### src/rtl/ecc_pkg.sv
package ecc_pkg;

  typedef enum logic [1:0] {
    FLT_LOW   = 2'd0,
    FLT_HIGH  = 2'd1,
    FLT_PAIR  = 2'd2,
    FLT_NONE  = 2'd3
  } fault_kind_e;

  // Smallest number of check bits p with 2**p >= dw + p + 1
  function automatic int chk_bits(input int dw);
    int p;
    p = 1;
    for (int i = 0; i < 8; i++)
      if ((1 << p) < dw + p + 1) p = p + 1;
    return p;
  endfunction

endpackage

### src/rtl/ecc_encoder.sv
module ecc_encoder #(
  parameter int DATA_W = 8,
  parameter bit SECDED = 1'b1,
  parameter int CHK_W  = 4,
  parameter int HAM_N  = 12,
  parameter int CW_N   = 13
) (
  input  logic              clk,
  input  logic              rst,
  input  logic              vld_i,
  input  logic [DATA_W-1:0] data_i,
  output logic              vld_o,
  output logic [CW_N-1:0]   cw_o
);

  logic [HAM_N-1:0] spread;
  logic [HAM_N-1:0] ham;
  logic [CW_N-1:0]  full;

  // Place data bits on the non-power-of-two positions, lowest first
  function automatic logic [HAM_N-1:0] spread_f(input logic [DATA_W-1:0] d);
    logic [HAM_N-1:0] w;
    int k;
    w = '0;
    k = 0;
    for (int pos = 1; pos <= HAM_N; pos++) begin
      if ((pos & (pos - 1)) != 0) begin
        w[pos-1] = d[k];
        k = k + 1;
      end
    end
    return w;
  endfunction

  // Positions whose index has bit j set
  function automatic logic [HAM_N-1:0] cover_f(input int j);
    logic [HAM_N-1:0] m;
    for (int pos = 1; pos <= HAM_N; pos++)
      m[pos-1] = ((pos >> j) & 1) == 1;
    return m;
  endfunction

  always_comb begin
    spread = spread_f(data_i);
    ham    = spread;
    for (int j = 0; j < CHK_W; j++)
      ham[(1 << j) - 1] = ^(spread & cover_f(j));
  end

  generate
    if (SECDED) begin : g_ext
      assign full = {^ham, ham};
    end else begin : g_plain
      assign full = ham;
    end
  endgenerate

  always_ff @(posedge clk) begin
    if (rst) begin
      vld_o <= 1'b0;
      cw_o  <= '0;
    end else begin
      vld_o <= vld_i;
      cw_o  <= full;
    end
  end

endmodule

### src/rtl/ecc_injector.sv
module ecc_injector #(
  parameter int CW_N  = 13,
  parameter int POS_W = 5
) (
  input  logic                clk,
  input  logic                rst,
  input  logic                vld_i,
  input  logic [CW_N-1:0]     cw_i,
  input  logic                en_i,
  input  ecc_pkg::fault_kind_e kind_i,
  input  logic [POS_W-1:0]    pos_a_i,
  input  logic [POS_W-1:0]    pos_b_i,
  output logic                vld_o,
  output logic [CW_N-1:0]     cw_o
);

  logic [CW_N-1:0] mask_a;
  logic [CW_N-1:0] mask_b;
  logic [CW_N-1:0] hit;

  // One-hot masks; an index at or past CW_N selects nothing
  generate
    for (genvar i = 0; i < CW_N; i++) begin : g_mask
      assign mask_a[i] = (pos_a_i == POS_W'(i));
      assign mask_b[i] = (pos_b_i == POS_W'(i));
    end
  endgenerate

  always_comb begin
    hit = cw_i;
    if (en_i) begin
      unique case (kind_i)
        ecc_pkg::FLT_LOW:  hit = cw_i & ~mask_a;
        ecc_pkg::FLT_HIGH: hit = cw_i | mask_a;
        ecc_pkg::FLT_PAIR: hit = cw_i ^ mask_a ^ mask_b;
        default:           hit = cw_i;
      endcase
    end
  end

  always_ff @(posedge clk) begin
    if (rst) begin
      vld_o <= 1'b0;
      cw_o  <= '0;
    end else begin
      vld_o <= vld_i;
      cw_o  <= hit;
    end
  end

endmodule

### src/rtl/ecc_decoder.sv
module ecc_decoder #(
  parameter int DATA_W = 8,
  parameter bit SECDED = 1'b1,
  parameter int CHK_W  = 4,
  parameter int HAM_N  = 12,
  parameter int CW_N   = 13
) (
  input  logic              clk,
  input  logic              rst,
  input  logic              vld_i,
  input  logic [CW_N-1:0]   cw_i,
  output logic              vld_o,
  output logic [DATA_W-1:0] data_o,
  output logic              sec_o,
  output logic              ded_o
);

  logic [CHK_W-1:0] syn;
  logic             par_bad;
  logic             in_range;
  logic             do_fix;
  logic             sec_c;
  logic             ded_c;
  logic [HAM_N-1:0] fix;
  logic [HAM_N-1:0] repaired;

  function automatic logic [DATA_W-1:0] gather_f(input logic [HAM_N-1:0] w);
    logic [DATA_W-1:0] d;
    int k;
    d = '0;
    k = 0;
    for (int pos = 1; pos <= HAM_N; pos++) begin
      if ((pos & (pos - 1)) != 0) begin
        d[k] = w[pos-1];
        k = k + 1;
      end
    end
    return d;
  endfunction

  always_comb begin
    syn = '0;
    for (int pos = 1; pos <= HAM_N; pos++)
      if (cw_i[pos-1]) syn = syn ^ CHK_W'(pos);
    par_bad  = ^cw_i;
    in_range = (syn != '0) && (int'(syn) <= HAM_N);
  end

  // Classify: overall parity decides odd or even error count in extended mode
  always_comb begin
    sec_c  = 1'b0;
    ded_c  = 1'b0;
    do_fix = 1'b0;
    if (SECDED) begin
      if (!par_bad) begin
        ded_c = (syn != '0);
      end else if (syn == '0) begin
        sec_c = 1'b1;
      end else if (in_range) begin
        sec_c  = 1'b1;
        do_fix = 1'b1;
      end else begin
        ded_c = 1'b1;
      end
    end else if (syn != '0) begin
      if (in_range) begin
        sec_c  = 1'b1;
        do_fix = 1'b1;
      end else begin
        ded_c = 1'b1;
      end
    end
  end

  always_comb begin
    for (int pos = 1; pos <= HAM_N; pos++)
      fix[pos-1] = do_fix && (syn == CHK_W'(pos));
    repaired = cw_i[HAM_N-1:0] ^ fix;
  end

  always_ff @(posedge clk) begin
    if (rst) begin
      vld_o  <= 1'b0;
      data_o <= '0;
      sec_o  <= 1'b0;
      ded_o  <= 1'b0;
    end else begin
      vld_o  <= vld_i;
      data_o <= gather_f(repaired);
      sec_o  <= vld_i && sec_c;
      ded_o  <= vld_i && ded_c;
    end
  end

endmodule

### src/rtl/ecc_guard.sv
module ecc_guard #(
  parameter int DATA_W = 8,
  parameter bit SECDED = 1'b1,
  parameter int POS_W  = 5
) (
  input  logic              clk,
  input  logic              rst,
  input  logic              valid_in,
  input  logic [DATA_W-1:0] data_in,
  input  logic              fault_en,
  input  logic [1:0]        fault_kind,
  input  logic [POS_W-1:0]  fault_pos_a,
  input  logic [POS_W-1:0]  fault_pos_b,
  output logic              valid_out,
  output logic [DATA_W-1:0] data_out,
  output logic              sec_flag,
  output logic              ded_flag
);

  localparam int CHK_W = ecc_pkg::chk_bits(DATA_W);
  localparam int HAM_N = DATA_W + CHK_W;
  localparam int CW_N  = HAM_N + (SECDED ? 1 : 0);

  logic                 enc_vld;
  logic [CW_N-1:0]      enc_cw;
  logic                 inj_vld;
  logic [CW_N-1:0]      inj_cw;
  logic                 f_en_q;
  ecc_pkg::fault_kind_e f_kind_q;
  logic [POS_W-1:0]     f_pos_a_q;
  logic [POS_W-1:0]     f_pos_b_q;

  // Fault controls ride in stage 1 next to the word they apply to
  always_ff @(posedge clk) begin
    if (rst) begin
      f_en_q    <= 1'b0;
      f_kind_q  <= ecc_pkg::FLT_NONE;
      f_pos_a_q <= '0;
      f_pos_b_q <= '0;
    end else begin
      f_en_q    <= fault_en;
      f_kind_q  <= ecc_pkg::fault_kind_e'(fault_kind);
      f_pos_a_q <= fault_pos_a;
      f_pos_b_q <= fault_pos_b;
    end
  end

  ecc_encoder #(
    .DATA_W(DATA_W), .SECDED(SECDED), .CHK_W(CHK_W), .HAM_N(HAM_N), .CW_N(CW_N)
  ) u_enc (
    .clk(clk), .rst(rst), .vld_i(valid_in), .data_i(data_in),
    .vld_o(enc_vld), .cw_o(enc_cw)
  );

  ecc_injector #(
    .CW_N(CW_N), .POS_W(POS_W)
  ) u_inj (
    .clk(clk), .rst(rst), .vld_i(enc_vld), .cw_i(enc_cw),
    .en_i(f_en_q), .kind_i(f_kind_q), .pos_a_i(f_pos_a_q), .pos_b_i(f_pos_b_q),
    .vld_o(inj_vld), .cw_o(inj_cw)
  );

  ecc_decoder #(
    .DATA_W(DATA_W), .SECDED(SECDED), .CHK_W(CHK_W), .HAM_N(HAM_N), .CW_N(CW_N)
  ) u_dec (
    .clk(clk), .rst(rst), .vld_i(inj_vld), .cw_i(inj_cw),
    .vld_o(valid_out), .data_o(data_out), .sec_o(sec_flag), .ded_o(ded_flag)
  );

endmodule

### config.mk
export PLATFORM = sky130hd
export DESIGN_NAME = ecc_guard
export DESIGN_NICKNAME = d
export VERILOG_FILES = /design/src/rtl/ecc_pkg.sv /design/src/rtl/ecc_encoder.sv /design/src/rtl/ecc_injector.sv /design/src/rtl/ecc_decoder.sv /design/src/rtl/ecc_guard.sv
export SDC_FILE = /design/constraint.sdc
export NUM_CORES = 1
export LEC_CHECK = 0
export BUFFER_PORTS_ARGS = -buffer_cell sky130_fd_sc_hd__buf_2
export CAP_MARGIN = 20
export CORE_ASPECT_RATIO = 0.8
export CORE_UTILIZATION = 45
export CTS_CLUSTER_DIAMETER = 200
export DETAILED_ROUTE_END_ITERATION = 8
export PLACE_DENSITY = 0.6
export SLEW_MARGIN = 20
export SYNTH_ARGS = -nofsm -noshare
export SYNTH_HDL_FRONTEND = slang
export SYNTH_SLANG_ARGS = --single-unit
### constraint.sdc
create_clock -name clk -period 4.9 [get_ports clk]
set_input_delay 0.245 -clock clk [delete_from_list [all_inputs] [get_ports clk]]
set_output_delay 0.245 -clock clk [all_outputs]
set_load 0.03 [all_outputs]
==> results of run 1 <==
## cell usage after synthesis (6+ instances only)
cell type,n
a21oi_1,21
xnor2_1,26
nand3_1,7
nor2_1,39
inv_1,14
or3_1,6
o22ai_1,13
a211oi_1,13
nor2b_1,24
nand2_1,14
xor2_1,9
nand2b_1,8
o21ai_0,7
clkbuf_1,14
dfxtp_1,52
ha_1,26
## layer usage
layer	part of all wire	up-vias	track usage
met5	0	-	0
met4	0.0040	0	0.0417
met3	0.038	2	0.0337
met2	0.42	43	0.283
met1	0.54	1009	0.272
li1	-	1165	-
## cell type report
| cell class | instances | area [um2] |
|---|---|---|
| tap | 81 | 101 |
| timing repair buffer | 34 | 170 |
| inverter | 14 | 52.6 |
| clock inverter | 3 | 46.3 |
| clock buffer | 5 | 68.8 |
| sequential | 52 | 1040 |
| multi-input combinational | 248 | 1800 |
| fill | 592 | 2820 |
## flip-flops by register name, summed over array words and instances, names as in the netlist
| name | flops |
|---|---|
| f_pos_a_q | 5 |
| u_dec.ded_o | 1 |
| f_pos_b_q | 5 |
| f_kind_q | 2 |
| u_enc.cw_o | 13 |
| u_dec.sec_o | 1 |
| u_dec.vld_o | 1 |
| u_dec.data_o | 8 |
| u_inj.cw_o | 13 |
| f_en_q | 1 |
| u_enc.vld_o | 1 |
| u_inj.vld_o | 1 |
## cell families (layout without fill, tap and decap cells)
kind of cell	count (synthesis)	after routing	synth area share
compound gates	58	58	0.118
xor+xnor	43	43	0.164
fa+ha+maj	26	26	0.110
buf+inv	29	56	0.0369
flops	52	52	0.353
simple gates	121	121	0.218
## power by group through the flow
stage                     sequential (mW)  combinational, mW  clock [mW]
after floorplan                     0.498              0.225           0
after global placement              0.499              0.284           0
after detailed placement            0.499              0.289           0
after CTS                           0.490              0.290       0.313
after global routing                0.495              0.325       0.326
final                               0.490              0.289       0.302
## worst max-delay path, cell delays in order, from the launching register on
cell,delay [ns]
dfxtp_1,0.37
xnor2_1,0.46
xnor3_1,0.44
xnor2_1,0.21
or4_1,0.48
a21oi_1,0.14
## worst paths after layout
kind,start,endpoint,slack (ns),cells past startpoint
max,u_inj.cw_o[11],u_dec.data_o[7],2.74,5
min,fault_kind[1],f_kind_q[1],0.12,2
max reg2reg,u_inj.cw_o[11],u_dec.data_o[7],2.74,5
min reg2reg,u_enc.vld_o,u_inj.vld_o,0.45,1
==> impl_metrics.py, run 1 <==
metrics = {
    "run_status": {
        "status": "complete, no violations",
    },
    "pwr": {
        "total_power_mw": 1.08,
        "peakVddDrop_mv": 0.126,
        "power.internal_mw": 0.746,
        "power_frac_comb": 0.267,
        "switching_power_mw": 0.335,
        "pwr-share-seq": 0.453,
        "p_clk_frac": 0.280,
        "power.density_mw_per_mm2": 330,
        "swShare": 0.310,
        "power.leakage_nw": 1.34,
    },
    "routing": {
        "ant_nets": 0,
        "vias_per_cell": 5.08,
        "first_iter_violations": 95,
        "vias": 2219,
        "drt-pass1-iter-count": 4,
        "wl_per_cell_um": 13.9,
        "remaining_drc_errors": 0,
        "routed_wl_um": 6060,
    },
    "final_layout": {
        "instances_no_fill": 437,
        "final_cell_mix": "dfxtp_1 (52), nor2_1 (39), buf_2 (34)",
        "finish.utilization": 0.538,
        "area_delta_synth_final_pct": 11.2,
        "nets": 405,
        "mostFrequentLayoutCell": "dfxtp_1",
        "diodes": 0,
        "drive_gt1_frac": 0.140,
        "stdcell_area_mm2": 0.00328,
    },
    "floorplanning": {
        "die_y_um": 74.4,
        "coreArea_mm2": 0.00610,
        "start_util": 0.483,
        "io_pins": 35,
        "fp.dieW_um": 92.5,
        "rows": 25,
        "dieArea_mm2": 0.00688,
    },
    "sta": {
        "rsz0062_at_grt": "no",
        "post-route-period-util": 0.441,
        "fin_hold_ws_ns": 0.118,
        "setup_ws_ns": 2.74,
        "worstMarginPinSlew_ns": 0.979,
        "setup_viol": 0,
        "tns_ns": 0,
        "drv_slew": 0,
        "max_freq_ghz": 0.462,
        "clock_skew_ns": 0.00479,
        "hold_viol": 0,
        "finalCriticalPeriod_ns": 2.16,
        "slew_headroom": 0.346,
    },
    "yosys": {
        "synth_edf_count": 0,
        "synth_ff_type": "dfxtp_1",
        "ys_seq_elements": 52,
        "async_flop_share": 0,
        "synthesis.nets": 379,
        "yosys.area.top_type_share": 0.353,
        "ys_seq_area_frac": 0.353,
        "synth_area_mm2": 0.00295,
        "synth_cell_types": 34,
        "yosysTopAreaCell": "dfxtp_1",
        "avgSynthCellArea_um2": 8.96,
        "synthTopCellsByArea": "dfxtp_1 (35%), ha_1 (11%), xnor2_1 (7.7%)",
        "ys_warn_count": 0,
        "synthCells": 329,
    },
    "place": {
        "post_dp_cell_area_mm2": 0.00316,
        "numPortBuffers": 34,
        "dp.cells": 429,
        "gp_congestion": 0.813,
        "pre_cts_ws_ns": 2.75,
        "post-dp-hpwl_um": 4610,
    },
    "critical_path": {
        "arrival_ns": 2.40,
        "critPathLaunchType": "flop",
        "crit_fanout": 5,
        "crit_type": "reg2reg",
        "worst_setup_path_end_kind": "flop",
        "required_ns": 5.13,
    },
    "cts": {
        "cts_buffers": 5,
        "postCtsHoldBufs": 0,
        "htreeDepth": 2,
        "clock_sinks": 52,
        "postCtsResizedCells": 0,
        "cts.root.buffer_cell": "clkbuf_8",
        "clockBufferDepth": 2,
        "clkTransAtPathRegs_ns": 0.10,
        "insertion_delay_ns": 0.30,
        "cts_tree": "yes",
        "postCtsSetupBuffers": 0,
    },
    "grt": {
        "antenna_found_initial": 0,
        "grt_pass1_vias": 1927,
        "grt_usage": 0.185,
        "grt_start_max_net_pins": 51,
        "grt_first_pass_wirelength_um": 9760,
        "grt-ovfl-total": 0,
    },
    "job": {
        "drv_cap": 0,
    },
    "hold_path": {
        "hold_path.class": "in2reg",
    },
}
No activity file was read; power rests on OpenSTA's default activity.
==> run 2: changes to the inputs <==
==> constraint.sdc (replaced) <==
create_clock -name clk -period 2.1 [get_ports clk]
set_input_delay 0.105 -clock clk [delete_from_list [all_inputs] [get_ports clk]]
set_output_delay 0.105 -clock clk [all_outputs]
set_load 0.03 [all_outputs]
==> run 2 against run 1 <==
Compared with the run above: sequential power rose by 130%; non-clock buffer count rose by 15; wire length rose by 7.6%.
==> impl_metrics.py, run 2 (synthesis results as in run 1) <==
metrics = {
    "run_status": {
        "status": "complete, no violations",
    },
    "pwr": {
        "switching_power_mw": 0.812,
        "pwr-share-seq": 0.427,
        "power.internal_mw": 1.84,
        "power_frac_comb": 0.298,
        "peakVddDrop_mv": 0.377,
        "power.leakage_nw": 1.42,
        "power.density_mw_per_mm2": 771,
        "p_clk_frac": 0.276,
        "swShare": 0.307,
    },
    "routing": {
        "vias": 2332,
        "top_layer_used": "met4",
        "dr_wl_met2_um": 2710,
        "first_iter_violations": 113,
        "wl_per_cell_um": 14.4,
        "remaining_drc_errors": 0,
        "vias_per_cell": 5.16,
        "routed_wl_um": 6520,
        "ant_nets": 0,
        "drt-pass1-iter-count": 4,
        "wl_met3_um": 385,
        "m1WireLength_um": 3350,
    },
    "sta": {
        "clock_skew_ns": 0.00838,
        "setup_viol": 0,
        "post-route-period-util": 0.964,
        "tns_ns": 0,
        "hold_viol": 0,
        "slew_headroom": 0.392,
        "fin_hold_ws_ns": 0.00497,
        "setup_ws_ns": 0.0766,
        "finalCriticalPeriod_ns": 2.02,
        "worstMarginPinSlew_ns": 0.912,
        "max_freq_ghz": 0.494,
        "rsz0062_at_grt": "no",
        "drv_slew": 0,
    },
    "final_layout": {
        "diodes": 0,
        "nets": 420,
        "drive_gt1_frac": 0.186,
        "n_fill_cell": 580,
        "finish.utilization": 0.563,
        "area_delta_synth_final_pct": 16.5,
        "final_cell_mix": "dfxtp_1 (48), nor2_1 (39), buf_2 (34)",
        "multi_input_area_mm2": 0.00182,
        "mostFrequentLayoutCell": "dfxtp_1",
        "reg.largest.list": "u_enc.cw_o: 13 flops, u_inj.cw_o: 13 flops, u_dec.data_o: 8 flops",
        "instances_no_fill": 452,
        "seqCellArea_mm2": 0.00105,
    },
    "floorplanning": {
        "die_y_um": 74.4,
        "rows": 25,
        "dieArea_mm2": 0.00688,
        "start_util": 0.483,
        "coreArea_mm2": 0.00610,
        "fp.dieW_um": 92.5,
        "io_pins": 35,
    },
    "critical_path": {
        "worst_setup_path_end_kind": "flop",
        "crit_family": "simple AND/OR/NAND/NOR gates",
        "crit_type": "reg2reg",
        "slowest_delay_ns": 0.50,
        "crit_chain": "xnor2_1 > xnor3_2 > or2_4 > or4_1 > a21oi_1",
        "required_ns": 2.34,
        "critPathLaunchType": "flop",
        "crit_fanout": 5,
        "cp_slowest_cell": "xnor3_2",
        "arrival_ns": 2.26,
        "path_buf_inv": 0,
    },
    "grt": {
        "grt_pass1_vias": 2107,
        "antenna_found_initial": 0,
        "grt-ovfl-total": 0,
        "grt_start_max_net_pins": 51,
        "grt_first_pass_wirelength_um": 10700,
        "grt_usage": 0.205,
    },
    "place": {
        "pre_cts_ws_ns": 0.0425,
        "numPortBuffers": 34,
        "dp.cells": 439,
        "post-dp-hpwl_um": 4840,
        "gp_congestion": 0.856,
    },
    "hold_path": {
        "hold_path.class": "in2reg",
    },
    "cts": {
        "insertion_delay_ns": 0.31,
        "cts_buffers": 5,
        "clock_sinks": 52,
        "cts_tree": "yes",
        "clockBufferDepth": 2,
        "cts.root.buffer_cell": "clkbuf_8",
        "htreeDepth": 2,
        "clkTransAtPathRegs_ns": 0.10,
    },
    "job": {
        "drv_cap": 0,
    },
}
[run 2: changes by cell type in the layout (fill, tap and decap cells not counted), moves of 4 or more]
cell | before | now
buf_4 | 0 | 11
dfxtp_1 | 52 | 48
dfxtp_2 | 0 | 4
dlygate4sd3_1 | 0 | 4
[run 2: final cells by class]
type                       instances  share of cell area
clock buffer                       6              0.0240
clock inverter                     2              0.0113
timing repair buffer              49              0.0852
multi-input combinational        248               0.530
sequential                        52               0.305
tap                               81              0.0295
inverter                          14              0.0153
[run 2: metal layers]
| metal | vias to the layer above | global-route usage |
|---|---|---|
| met4 | 0 | 0.0521 |
| met1 | 1085 | 0.312 |
| met3 | 7 | 0.0358 |
| met2 | 47 | 0.297 |
| met5 | - | 0 |
| li1 | 1193 | - |
[run 2: metrics by stage]
step,cell area [um2],total power [mW]
6_report,3430,2.65
5_1_grt,3430,2.81
4_1_cts,3400,2.64
3_5_place_dp,3240,1.90
3_3_place_gp,3240,1.88
2_1_floorplan,2950,1.69
[run 2: timing repair]
action	in CTS	in global routing
buffers inserted	0	1
gates resized for setup	0	8
hold buffers	4	0
endpoints found under the hold margin	4	0
endpoints found under the setup margin	0	6
[run 2: power by group through the flow]
stage	clock (mW)	combinational, mW	sequential (mW)
5_1_grt	0.792	0.877	1.14
3_5_place_dp	0	0.752	1.15
3_3_place_gp	0	0.734	1.15
4_1_cts	0.748	0.764	1.13
2_1_floorplan	0	0.525	1.16
6_report	0.729	0.789	1.13
[run 2: path summary, 6_finish.rpt]
check / endpoint / depth (start not counted) / start / slack, ns
min: u_enc.vld_o / 2 / valid_in / 0.005
min reg2reg: u_inj.vld_o / 1 / u_enc.vld_o / 0.45
max: u_dec.data_o[7] / 5 / u_inj.cw_o[10] / 0.08
max reg2reg: u_dec.data_o[7] / 5 / u_inj.cw_o[10] / 0.08
==> run 3: changes to the inputs <==
--- a/config.mk
+++ b/config.mk
@@ -11,7 +11,9 @@
 export CORE_UTILIZATION = 45
 export CTS_CLUSTER_DIAMETER = 200
 export DETAILED_ROUTE_END_ITERATION = 8
+export HOLD_SLACK_MARGIN = 0.15
 export PLACE_DENSITY = 0.6
+export REMOVE_ABC_BUFFERS = 1
 export SLEW_MARGIN = 20
 export SYNTH_ARGS = -nofsm -noshare
 export SYNTH_HDL_FRONTEND = slang
==> run 3 against run 2 <==
Compared with the run above: first-iteration DRC count is 19% higher; combinational power is 2.5% higher; clock skew is 0.0013 ns higher; global-route usage is 0.93 points higher; clock-buffer cell count is 1 lower; cell area is 5.5% higher.
==> impl_metrics.py, run 3 (synthesis results as in run 1) <==
metrics = {
    "run_status": {
        "status": "complete, no violations",
    },
    "critical_path": {
        "required_ns": 2.33,
        "critPathLaunchType": "flop",
        "regToRegSetupSlack_ns": 0.07,
        "crit_type": "reg2reg",
        "crit_fanout": 4,
        "worst_setup_path_end_kind": "flop",
        "r2r-start": "u_inj.cw_o[9]",
        "rr_worst_depth": 5,
        "arrival_ns": 2.26,
        "crit-reg2reg-capture": "u_dec.data_o[7]",
    },
    "floorplanning": {
        "dieArea_mm2": 0.00688,
        "die_y_um": 74.4,
        "coreArea_mm2": 0.00610,
        "io_pins": 35,
        "rows": 25,
        "fp.dieW_um": 92.5,
        "start_util": 0.483,
    },
    "sta": {
        "setup_viol": 0,
        "hold_viol": 0,
        "post-route-period-util": 0.967,
        "worstMarginPinSlew_ns": 0.916,
        "setup_ws_ns": 0.0698,
        "fin_hold_ws_ns": 0.425,
        "clock_skew_ns": 0.00964,
        "max_freq_ghz": 0.493,
        "rsz0062_at_grt": "yes",
        "slew_headroom": 0.389,
        "finalCriticalPeriod_ns": 2.03,
        "tns_ns": 0,
        "drv_slew": 0,
    },
    "final_layout": {
        "instances_no_fill": 469,
        "stdcell_area_mm2": 0.00362,
        "diodes": 0,
        "mostFrequentLayoutCell": "dfxtp_1",
        "nets": 438,
        "drive_gt1_frac": 0.175,
        "reg.largest.list": "u_enc.cw_o: 13 flops, u_inj.cw_o: 13 flops, u_dec.data_o: 8 flops",
        "area_delta_synth_final_pct": 22.8,
        "final_cell_mix": "dfxtp_1 (48), nor2_1 (39), buf_2 (34)",
        "multi_input_area_mm2": 0.00182,
        "seqCellArea_mm2": 0.00105,
        "n_fill_cell": 555,
    },
    "routing": {
        "wl_per_cell_um": 14.3,
        "drt-pass1-iter-count": 4,
        "routed_wl_um": 6710,
        "first_iter_violations": 135,
        "vias": 2401,
        "remaining_drc_errors": 0,
        "ant_nets": 0,
        "vias_per_cell": 5.12,
    },
    "pwr": {
        "power.density_mw_per_mm2": 749,
        "power.leakage_nw": 1.50,
        "peakVddDrop_mv": 0.354,
    },
    "cts": {
        "clock_sinks": 52,
        "clockBufferDepth": 2,
        "cts_tree": "yes",
        "cts.root.buffer_cell": "clkbuf_8",
        "cts_buffers": 5,
        "htreeDepth": 2,
        "insertion_delay_ns": 0.30,
        "clkTransAtPathRegs_ns": 0.09,
    },
    "grt": {
        "grt_start_max_net_pins": 51,
        "antenna_found_initial": 0,
        "grt-ovfl-total": 0,
        "grt_pass1_vias": 2292,
        "grt_usage": 0.214,
        "grt_first_pass_wirelength_um": 11200,
    },
    "hold_path": {
        "hold_end": "u_inj.vld_o",
        "min_path_cells": 2,
        "holdCritStartpoint": "rst",
        "hold_path.class": "in2reg",
    },
    "job": {
        "drv_cap": 0,
    },
    "place": {
        "dp.cells": 440,
        "post-dp-hpwl_um": 4800,
        "numPortBuffers": 34,
        "gp_congestion": 0.851,
        "pre_cts_ws_ns": 0.0738,
        "post_dp_cell_area_mm2": 0.00325,
    },
}
==> run 3: changes by cell type in the layout (fill, tap and decap cells not counted), sizes merged <==
cell	previous run	this run
dlygate4sd3	4	22
clkbuf	6	5
clkinv	1	0
bufinv	1	2
==> run 3: timing repair <==
item / CTS / global route
buffers inserted: 0 / 0
hold buffers: 22 / 0
hold endpoints to repair: 22 / 0
gates resized for setup: 0 / 8
setup endpoints to repair: 0 / 3
==> run 3: worst max-delay path by stage <==
stage	end	cells past startpoint	slack, ns	from
after detailed placement	u_dec.data_o[7]	5	0.07	u_inj.cw_o[6]
after global routing	u_dec.data_o[7]	5	-0.004	u_inj.cw_o[8]
after CTS	u_dec.data_o[7]	5	0.05	u_inj.cw_o[6]
after floorplan	u_dec.data_o[7]	5	0.18	u_inj.cw_o[6]
final	u_dec.data_o[7]	5	0.07	u_inj.cw_o[9]
after global placement	u_dec.data_o[7]	5	0.10	u_inj.cw_o[6]
==> run 3: per-layer routing <==
metal / routed length [um] / up-vias / track usage
met2: 2910 / 49 / 0.345
met3: 282 / 4 / 0.0491
met1: 3480 / 1116 / 0.295
li1: - / 1232 / -
met4: 39 / 0 / 0.0486
met5: 0 / - / 0
==> run 3: power by group <==
group	total, mW	internal, mW	switching (mW)
Clock	0.783	0.469	0.314
Combinational	0.809	0.398	0.412
Sequential	1.12	1.06	0.0605
Total	2.71	1.93	0.786
==> run 3: area by class of cell <==
cell class                      count  share of cell area
Multi-Input combinational cell    248               0.503
Sequential cell                    52               0.289
Timing Repair Buffer               67               0.131
Tap cell                           81              0.0280
Clock buffer                        5              0.0190
Clock inverter                      2              0.0166
Inverter                           14              0.0145
==> run 3: per-stage QoR <==
step	utilization	total power, mW
CTS	0.590	2.72
floorplan	-	1.67
finish	0.594	2.71
detailed placement	0.532	1.90
global route	0.594	2.88
global placement	0.532	1.89
==> run 3: worst max-delay path, cell delays in order (launching register included) <==
cell	delay, ns
dfxtp_2	0.36
xnor2_2	0.19
xnor3_2	0.49
or2_4	0.28
or4_1	0.50
a21oi_1	0.14
